File: src/rtl/fill_shift_pkg.sv
package fill_shift_pkg;
    typedef enum logic [1:0] {
        FILL_ZERO = 2'b00,
        FILL_ONE  = 2'b01,
        FILL_EDGE = 2'b10,
        FILL_ROT  = 2'b11
    } fill_mode_e;
endpackage

File: src/rtl/shift_stage.sv
module shift_stage
    import fill_shift_pkg::*;
#(
    parameter int WIDTH = 16,
    parameter int DIST  = 1
) (
    input  logic [WIDTH-1:0] d_in,
    input  logic             en,
    input  logic             dir_right,
    input  fill_mode_e       mode,
    output logic [WIDTH-1:0] d_out
);
    logic [DIST-1:0] fill;

    always_comb begin
        unique case (mode)
            FILL_ZERO: fill = '0;
            FILL_ONE:  fill = '1;
            FILL_EDGE: fill = dir_right ? {DIST{d_in[WIDTH-1]}} : {DIST{d_in[0]}};
            FILL_ROT:  fill = dir_right ? d_in[DIST-1:0] : d_in[WIDTH-1 -: DIST];
            default:   fill = '0;
        endcase
    end

    always_comb begin
        if (!en)
            d_out = d_in;
        else if (dir_right)
            d_out = {fill, d_in[WIDTH-1:DIST]};
        else
            d_out = {d_in[WIDTH-DIST-1:0], fill};
    end
endmodule

File: src/rtl/zero_detect.sv
module zero_detect #(
    parameter int WIDTH = 16
) (
    input  logic [WIDTH-1:0] word,
    output logic             is_zero
);
    always_comb is_zero = ~|word;
endmodule

File: src/rtl/fill_shifter.sv
module fill_shifter
    import fill_shift_pkg::*;
#(
    parameter int WIDTH   = 16,
    parameter int AMT_W   = 16
) (
    input  logic [WIDTH-1:0] data_in,
    input  logic [AMT_W-1:0] shamt,
    input  logic             dir_right,
    input  logic [1:0]       fill_mode,
    output logic [WIDTH-1:0] data_out,
    output logic             zero
);
    localparam int STAGES = $clog2(WIDTH);

    fill_mode_e mode;
    logic [WIDTH-1:0] lane [STAGES+1];

    always_comb mode = fill_mode_e'(fill_mode);
    always_comb lane[0] = data_in;

    for (genvar s = 0; s < STAGES; s++) begin : g_stage
        shift_stage #(
            .WIDTH (WIDTH),
            .DIST  (1 << s)
        ) u_stage (
            .d_in      (lane[s]),
            .en        (shamt[s]),
            .dir_right (dir_right),
            .mode      (mode),
            .d_out     (lane[s+1])
        );
    end

    always_comb data_out = lane[STAGES];

    zero_detect #(.WIDTH(WIDTH)) u_zero (
        .word    (data_out),
        .is_zero (zero)
    );
endmodule

File: config.mk
export PLATFORM = sky130hd
export DESIGN_NAME = fill_shifter
export DESIGN_NICKNAME = d
export VERILOG_FILES = /design/src/rtl/fill_shift_pkg.sv /design/src/rtl/shift_stage.sv /design/src/rtl/zero_detect.sv /design/src/rtl/fill_shifter.sv
export SDC_FILE = /design/constraint.sdc
export NUM_CORES = 1
export LEC_CHECK = 0
export ABC_CLOCK_PERIOD_IN_PS = 7750
export BUFFER_PORTS_ARGS = -buffer_cell sky130_fd_sc_hd__buf_2
export CORE_MARGIN = 4
export CORE_UTILIZATION = 50
export DETAILED_ROUTE_END_ITERATION = 6
export MAX_ROUTING_LAYER = met4
export PLACE_DENSITY = 0.74
export REMOVE_ABC_BUFFERS = 1
export SYNTH_ARGS = -nofsm -noshare
export SYNTH_HDL_FRONTEND = slang
export SYNTH_SLANG_ARGS = --single-unit
File: constraint.sdc
create_clock -name vclk -period 7.75
set_input_delay 1.1625 -clock vclk [all_inputs]
set_output_delay 1.1625 -clock vclk [all_outputs]
set_load 0.01 [all_outputs]
==> flow_metrics.tcl, run 1 <==
set metrics [dict create \
    synth_area_per_cell_um2 6.54 \
    ant_nets 0 \
    gp_congestion 0.962 \
    drv_cap 0 \
    critPathLaunch "shamt[0]" \
    finalCriticalPeriod_ns 5.70 \
    grt_overflow_total 0 \
    power_density_nw_per_um2 74.9 \
    fmax_mhz 175 \
    regArea_um2 0 \
    die_height_um 76.7 \
    grt_pass1_wl_mm 14.1 \
    required_ns 6.59 \
    io_pins 52 \
    status "complete, no violations" \
    combPwrFrac 1.000 \
    post_cts.repair.setup_buffers 0 \
    pwr-share-seq 0 \
    drcViolationCount 0 \
    wl_mm 9.09 \
    rows 24 \
    whs_ns 2.88 \
    cts_resized 0 \
    whs_path_depth 4 \
    core-area_um2 4470 \
    grt_util_all_layers 0.296 \
    setup_viol 0 \
    drt_iter0_markers 510 \
    post_route_cells_drive_above_1_share 0.176 \
    peakVddDrop_mv 0.0368 \
    n_clock_buffer 0 \
    synth_warnings 0 \
    pre_cts_ws_ns 2.13 \
    setup_ws_ns 2.05 \
    dieArea_um2 5880 \
    via_per_inst 7.34 \
    power_switching_share 0.635 \
    worstHoldStart "shamt[3]" \
    grt_pass1_vias 2665 \
    path_class "in2out" \
    io_buffers 40 \
    synth_cell_types 56 \
    arrival_ns 4.54 \
    place_hpwl_mm 6.45 \
    stdcell_area_um2 2460 \
    drt-pass1-iter-count 5 \
    setup_tns_ns 0 \
    vias 3055 \
    p_sw_mw 0.117 \
    placed_cell_area_um2 2460 \
    relSlewSlack 0.444 \
    die_x_um 76.7 \
    worst_setup_path_end_kind "primary output" \
    seq_cells 0 \
    antenna_found_initial 0 \
    wl_per_cell_um 21.8 \
    power.total_mw 0.184 \
    rsz0062_at_grt "false" \
    worst_pin_slew_ns 0.834 \
    area_delta_synth_final_pct 4.40 \
    finalHoldViolCount 0 \
    hold_class "in2out" \
    internal_power_mw 0.0674 \
    post-place-cells 416 \
    cp_max_fo 42 \
    grt_max_degree 50 \
    ctsHoldBuffers 0 \
    diodes 0 \
    p_leak_nw 0.998 \
    post-route-util 0.551 \
    seq_area_frac_synth 0 \
    drv_slew 0 \
    stdcell_count 416 \
    synth_area_um2 2360 \
    post-route-period-util 0.735 \
    start_kind "input port" \
    synth_cells 361 \
    start_util 0.527 \
    nets 401 \
    clockPowerShare 0 \
]
## final timing paths
path and end:
max zero, min data_out[11]
## synthesized netlist by cell type, types with 3 or more instances
cell type  number  share of area
o22ai_1         8          0.021
buf_4           3         0.0095
nand2b_1        5          0.013
buf_2          15          0.032
nand3_1         7          0.015
mux2i_1        34           0.14
and3b_1         3          0.011
mux4_2          7          0.067
a31o_2          3          0.011
o21ai_0        24          0.051
mux2_2          5          0.024
a211oi_1       20          0.064
a2111oi_0       5          0.019
and2_1          5          0.013
o311ai_0        3          0.011
nor4_1          5          0.013
a31oi_1         3         0.0080
nor2_1         44          0.070
nor3_1          7          0.015
o211a_1         3          0.013
a22oi_1         4          0.013
a221oi_1        3          0.011
clkbuf_1       20          0.032
nor2b_1         9          0.024
nand2_1        22          0.035
o31ai_1         4          0.013
inv_1           9          0.014
o2111a_1        4          0.019
a311oi_1        3          0.011
a21oi_1        39          0.083
## critical path: stages
cell      delay, ns
buf_2          0.61
buf_4          0.54
mux4_2         0.58
and2_1         0.19
nor2_1         0.31
nand2_1        0.09
a311oi_1       0.31
a21oi_1        0.11
nor4_1         0.24
nor4b_2        0.22
buf_2          0.16
## power by group through the flow
| stage | Sequential, mW | Combinational [mW] | Clock [mW] |
|---|---|---|---|
| 6_report | 0 | 0.184 | 0 |
| 5_1_grt | 0 | 0.198 | 0 |
| 4_1_cts | 0 | 0.178 | 0 |
| 3_5_place_dp | 0 | 0.178 | 0 |
| 3_3_place_gp | 0 | 0.177 | 0 |
| 2_1_floorplan | 0 | 0.104 | 0 |
## cell families (layout without fill, tap and decap cells)
group           after synthesis  in the layout  share of synthesized area
compound gates              146            146                      0.421
buf+inv                      50             53                     0.0954
mux                          46             46                      0.235
simple gates                119            119                      0.249
## routing by layer
metal  vias up  track usage  routed length (um)
li1       1401            -                   -
met1      1390        0.410                3710
met2       236        0.438                3950
met3        28       0.0433                1080
met4         0       0.0978                 346
met5         -            -                   0
## placed cells by master (no fill, tap or decap), types with 2 or more instances in the layout
cell type,netlist,final
o2111a_1,4,4
mux2_2,5,5
o211a_1,3,3
and3b_1,3,3
o211ai_1,2,2
buf_4,3,4
nor4_1,5,5
nand3b_1,2,2
a21o_1,2,2
o21ai_0,24,24
and2_1,5,5
and3_1,2,2
nand2b_1,5,5
mux4_2,7,7
or2_2,2,2
a21oi_1,39,39
nand3_1,7,7
a221o_1,2,2
mux2i_1,34,34
a311oi_1,3,3
nor3_1,7,7
o31ai_1,4,4
nand2_1,22,22
a31oi_1,3,3
inv_1,9,9
o311ai_0,3,3
nor2b_1,9,9
o21a_1,2,2
a211oi_1,20,20
a221oi_1,3,3
a31o_2,3,3
nor2_1,44,44
buf_2,15,40
a2111oi_0,5,5
o32ai_1,2,2
o22ai_1,8,8
a22oi_1,4,4
## cell type report
type / instances / area [um2]
fillers: 440 / 2010
well taps: 52 / 65.1
multi-input cells: 311 / 2130
repair buffers: 44 / 230
inverters: 9 / 33.8
(Power assumes the default switching activity.)
==> inputs of run 2 (changes only) <==
ABC_CLOCK_PERIOD_IN_PS = 5900   (was 7750)
clock period = 5.9 ns   (was 7.75 ns; I/O delays follow)
==> flow_metrics.tcl, run 2 (same netlist as run 1, synthesis figures left out) <==
set metrics [dict create \
    post-place-cells 419 \
    drcViolationCount 0 \
    drt-pass1-iter-count 5 \
    io_pins 52 \
    required_ns 5.02 \
    regArea_um2 0 \
    p_leak_nw 1.01 \
    drv_slew 0 \
    io_buffers 40 \
    area_delta_synth_final_pct 5.36 \
    vias 3123 \
    finalHoldViolCount 0 \
    final_cell_mix "nor2_1, buf_2, a21oi_1" \
    crit_path_end "zero" \
    via_per_inst 7.45 \
    gp_congestion 0.994 \
    relSlewSlack 0.447 \
    fmax_mhz 208 \
    rows 24 \
    cp_max_fo 38 \
    grt_max_degree 39 \
    arrival_ns 3.92 \
    post-route-period-util 0.815 \
    place_hpwl_mm 6.61 \
    seq_cells 0 \
    post_cts.repair.setup_buffers 0 \
    start_kind "input port" \
    wl_mm 9.07 \
    hold_class "in2out" \
    placed_cell_area_um2 2490 \
    rsz0062_at_grt "false" \
    grt_util_all_layers 0.301 \
    peakVddDrop_mv 0.0469 \
    path_class "in2out" \
    grt_overflow_total 0 \
    power.total_mw 0.244 \
    post_route_cells_drive_above_1_share 0.183 \
    worst_pin_slew_ns 0.830 \
    layout_commonest_cell "nor2_1" \
    die_height_um 76.7 \
    fillerInstances 437 \
    cts_resized 0 \
    wl_per_cell_um 21.6 \
    n_clock_buffer 0 \
    dieArea_um2 5880 \
    grt_pass1_wl_mm 14.4 \
    drt_iter0_markers 557 \
    status "complete, no violations" \
    finalCriticalPeriod_ns 4.81 \
    stdcell_count 419 \
    ant_nets 0 \
    grt_pass1_vias 2653 \
    setup_viol 0 \
    critPathLaunch "dir_right" \
    worst_setup_path_end_kind "primary output" \
    antenna_found_initial 0 \
    nets 404 \
    die_x_um 76.7 \
    diodes 0 \
    post-route-util 0.556 \
    ctsHoldBuffers 0 \
    power_density_nw_per_um2 98.0 \
    start_util 0.527 \
    stdcell_area_um2 2490 \
    core-area_um2 4470 \
    setup_tns_ns 0 \
    drv_cap 0 \
]
[run 2: cell types whose count changed in the layout (fill, tap and decap cells not counted), sizes merged]
| cell | before | now |
|---|---|---|
| buf | 44 | 47 |
[run 2: critical path, cell delays in order]
cell and delay, ns:
buf_2 0.54, buf_4 0.46, mux2i_1 0.23, a211oi_1 0.09, a21oi_1 0.49, a21oi_1 0.17, o32a_1 0.38, o21bai_1 0.16
nor4_1 0.13, nor4b_2 0.22, buf_2 0.17
[run 2: worst min-delay path by stage]
stage,start,end,slack [ns],cells past startpoint
global route,shamt[3],data_out[11],2.35,4
detailed placement,shamt[3],data_out[11],2.30,4
global placement,shamt[3],data_out[11],2.30,4
finish,shamt[3],data_out[11],2.31,4
floorplan,shamt[3],data_out[13],1.89,1
CTS,shamt[3],data_out[11],2.30,4
[run 2: cell type report]
cell class	count	area (um2)	share of cell area
inverters	9	33.8	0.0136
multi-input cells	311	2130	0.859
repair buffers	47	253	0.102
well taps	52	65.1	0.0262
[run 2: metal layers]
metal,routed length [um],part of all wire,up-vias,track usage
met1,3680,0.41,1436,0.441
li1,-,-,1404,-
met3,1030,0.11,32,0.00703
met2,4040,0.45,251,0.446
met4,323,0.036,0,0.0942
met5,0,0,-,-
[run 2: power breakdown]
part | switching (mW) | internal, mW
registers | 0 | 0
logic | 0.154 | 0.0898
clock network | 0 | 0
total | 0.154 | 0.0898
[run 2: metrics by stage]
| stage | setup WS, ns | hold slack [ns] |
|---|---|---|
| 2_1_floorplan | 2.11 | 1.89 |
| 3_3_place_gp | 1.19 | 2.30 |
| 3_5_place_dp | 1.15 | 2.30 |
| 4_1_cts | 1.15 | 2.30 |
| 5_1_grt | 0.876 | 2.35 |
| 6_report | 1.09 | 2.31 |
==> inputs of run 3 (changes only) <==
ABC_AREA = 1   (was unset)
ABC_CLOCK_PERIOD_IN_PS = 4450   (was 5900)
PLACE_DENSITY = 0.76   (was 0.74)
clock period = 4.45 ns   (was 5.9 ns; I/O delays follow)
==> flow_metrics.tcl, run 3 <==
set metrics [dict create \
    power_density_nw_per_um2 134 \
    pwr-share-seq 0 \
    synth.area.top_cells "nand2_1, nand3_1, inv_1, a21oi_1, o21ai_1" \
    worst_setup_path_end_kind "primary output" \
    gp_congestion 0.890 \
    drcViolationCount 0 \
    finalHoldViolCount 0 \
    nets 473 \
    setup_tns_ns 0 \
    seq_cells 0 \
    fmax_mhz 254 \
    cts_resized 0 \
    p_leak_nw 1.20 \
    worst_pin_slew_ns 0.508 \
    power.total_mw 0.286 \
    critPathLaunch "dir_right" \
    start_kind "input port" \
    synth_fa_ha_area_frac 0 \
    start_util 0.536 \
    grt_pass1_wl_mm 9.80 \
    grt_util_all_layers 0.223 \
    synth-simple-area-share 0.476 \
    drt-pass1-iter-count 5 \
    post_cts.repair.setup_buffers 0 \
    grt_pass1_vias 2313 \
    grt_max_degree 57 \
    n_clock_buffer 0 \
    wl_per_cell_um 11.3 \
    dieArea_um2 5150 \
    synthTopCellsByCount "nand2_1, inv_1, nand3_1, a21oi_1, o21ai_1" \
    synth_xor_area_frac 0 \
    diodes 0 \
    synth_warnings 0 \
    via_per_inst 5.52 \
    required_ns 3.78 \
    final_cell_mix "nand2_1, inv_1, nand3_1" \
    peakVddDrop_mv 0.0557 \
    synth_top_family_by_area "simple AND/OR/NAND/NOR gates" \
    io_buffers 40 \
    synth_cell_types 30 \
    combPwrFrac 1.000 \
    post-route-util 0.561 \
    io_pins 52 \
    wl_mm 5.46 \
    layout_commonest_cell "nand2_1" \
    hold_class "in2out" \
    die_height_um 71.8 \
    drv_slew 0 \
    rsz0062_at_grt "false" \
    drt_iter0_markers 265 \
    rows 22 \
    ant_nets 0 \
    synth_top_area_frac 0.258 \
    arrival_ns 3.27 \
    p_sw_mw 0.186 \
    drv_cap 0 \
    power_switching_share 0.651 \
    synth_cells 421 \
    post_route_cells_drive_above_1_share 0.172 \
    path_class "in2out" \
    core-area_um2 3800 \
    antenna_found_initial 0 \
    relSlewSlack 0.661 \
    synth_area_per_cell_um2 4.83 \
    synth_area_um2 2030 \
    ctsHoldBuffers 0 \
    regArea_um2 0 \
    grt_overflow_total 0 \
    place_hpwl_mm 4.26 \
    clockPowerShare 0 \
    yosys-mux-area-fraction 0 \
    post-route-period-util 0.885 \
    synth_top_area_cell "nand2_1" \
    area_delta_synth_final_pct 4.74 \
    synth_compound_area_frac 0.330 \
    synth_most_common_cell "nand2_1" \
    internal_power_mw 0.100 \
    status "complete, no violations" \
    finalCriticalPeriod_ns 3.94 \
    vias 2672 \
    cp_max_fo 33 \
    die_x_um 71.8 \
    seq_area_frac_synth 0 \
    worstHoldStart "shamt[3]" \
    setup_viol 0 \
]
run 3: final cells by class:
class	count	area, um2
repair buffers	44	230
well taps	48	60.1
inverters	52	200
fillers	430	1670
multi-input cells	340	1640
run 3: per-stage QoR:
| step | setup WS, ns | hold slack, ns | instances | cell area, um2 |
|---|---|---|---|---|
| after global placement | 0.596 | 1.84 | 484 | 2130 |
| after global routing | 0.133 | 1.90 | 484 | 2130 |
| final | 0.510 | 1.85 | 484 | 2130 |
| after CTS | 0.501 | 1.85 | 484 | 2130 |
| after floorplan | 0.945 | 1.48 | 392 | 1840 |
| after detailed placement | 0.512 | 1.85 | 484 | 2130 |
run 3: kinds of logic (layout without fill, tap and decap cells):
family | count (synthesis) | after routing
buf+inv | 81 | 96
compound gates | 115 | 115
simple gates | 225 | 225
run 3: worst paths after layout:
| check | endpoint | cells after the start | slack (ns) |
|---|---|---|---|
| min | data_out[1] | 4 | 1.85 |
| max | zero | 26 | 0.51 |
run 3: metal layers:
metal  part of all wire  global-route usage  vias to the layer above
met5                  0                   -                        -
met4             0.0016              0.0292                        0
met3              0.045             0.00281                        2
met2               0.49               0.379                       75
met1               0.46               0.302                     1190
li1                   -                   -                     1405
run 3: worst max-delay path, cell delays in order:
cell and delay, ns:
buf_2 0.23, inv_2 0.26, nand2_1 0.15, nand2_1 0.08
nand2_1 0.06, nand2_1 0.06, nand2_1 0.06, nor2_1 0.04
o21ai_2 0.16, nand2_1 0.08, nand2_2 0.12, nand2_2 0.06
nand3_2 0.07, nand2_2 0.06, nand2_1 0.07, nand2_1 0.06
nand2_2 0.08, nand2_1 0.05, nand2_1 0.08, nand3_1 0.10
a21oi_2 0.20, nand3_1 0.10, nor2_1 0.09, nand2_1 0.05
nor2_1 0.09, buf_2 0.13
run 3: power by group through the flow:
stage	clock [mW]	sequential [mW]	combinational, mW
final	0	0	0.286
after global routing	0	0	0.327
after CTS	0	0	0.286
after detailed placement	0	0	0.285
after global placement	0	0	0.280
after floorplan	0	0	0.193
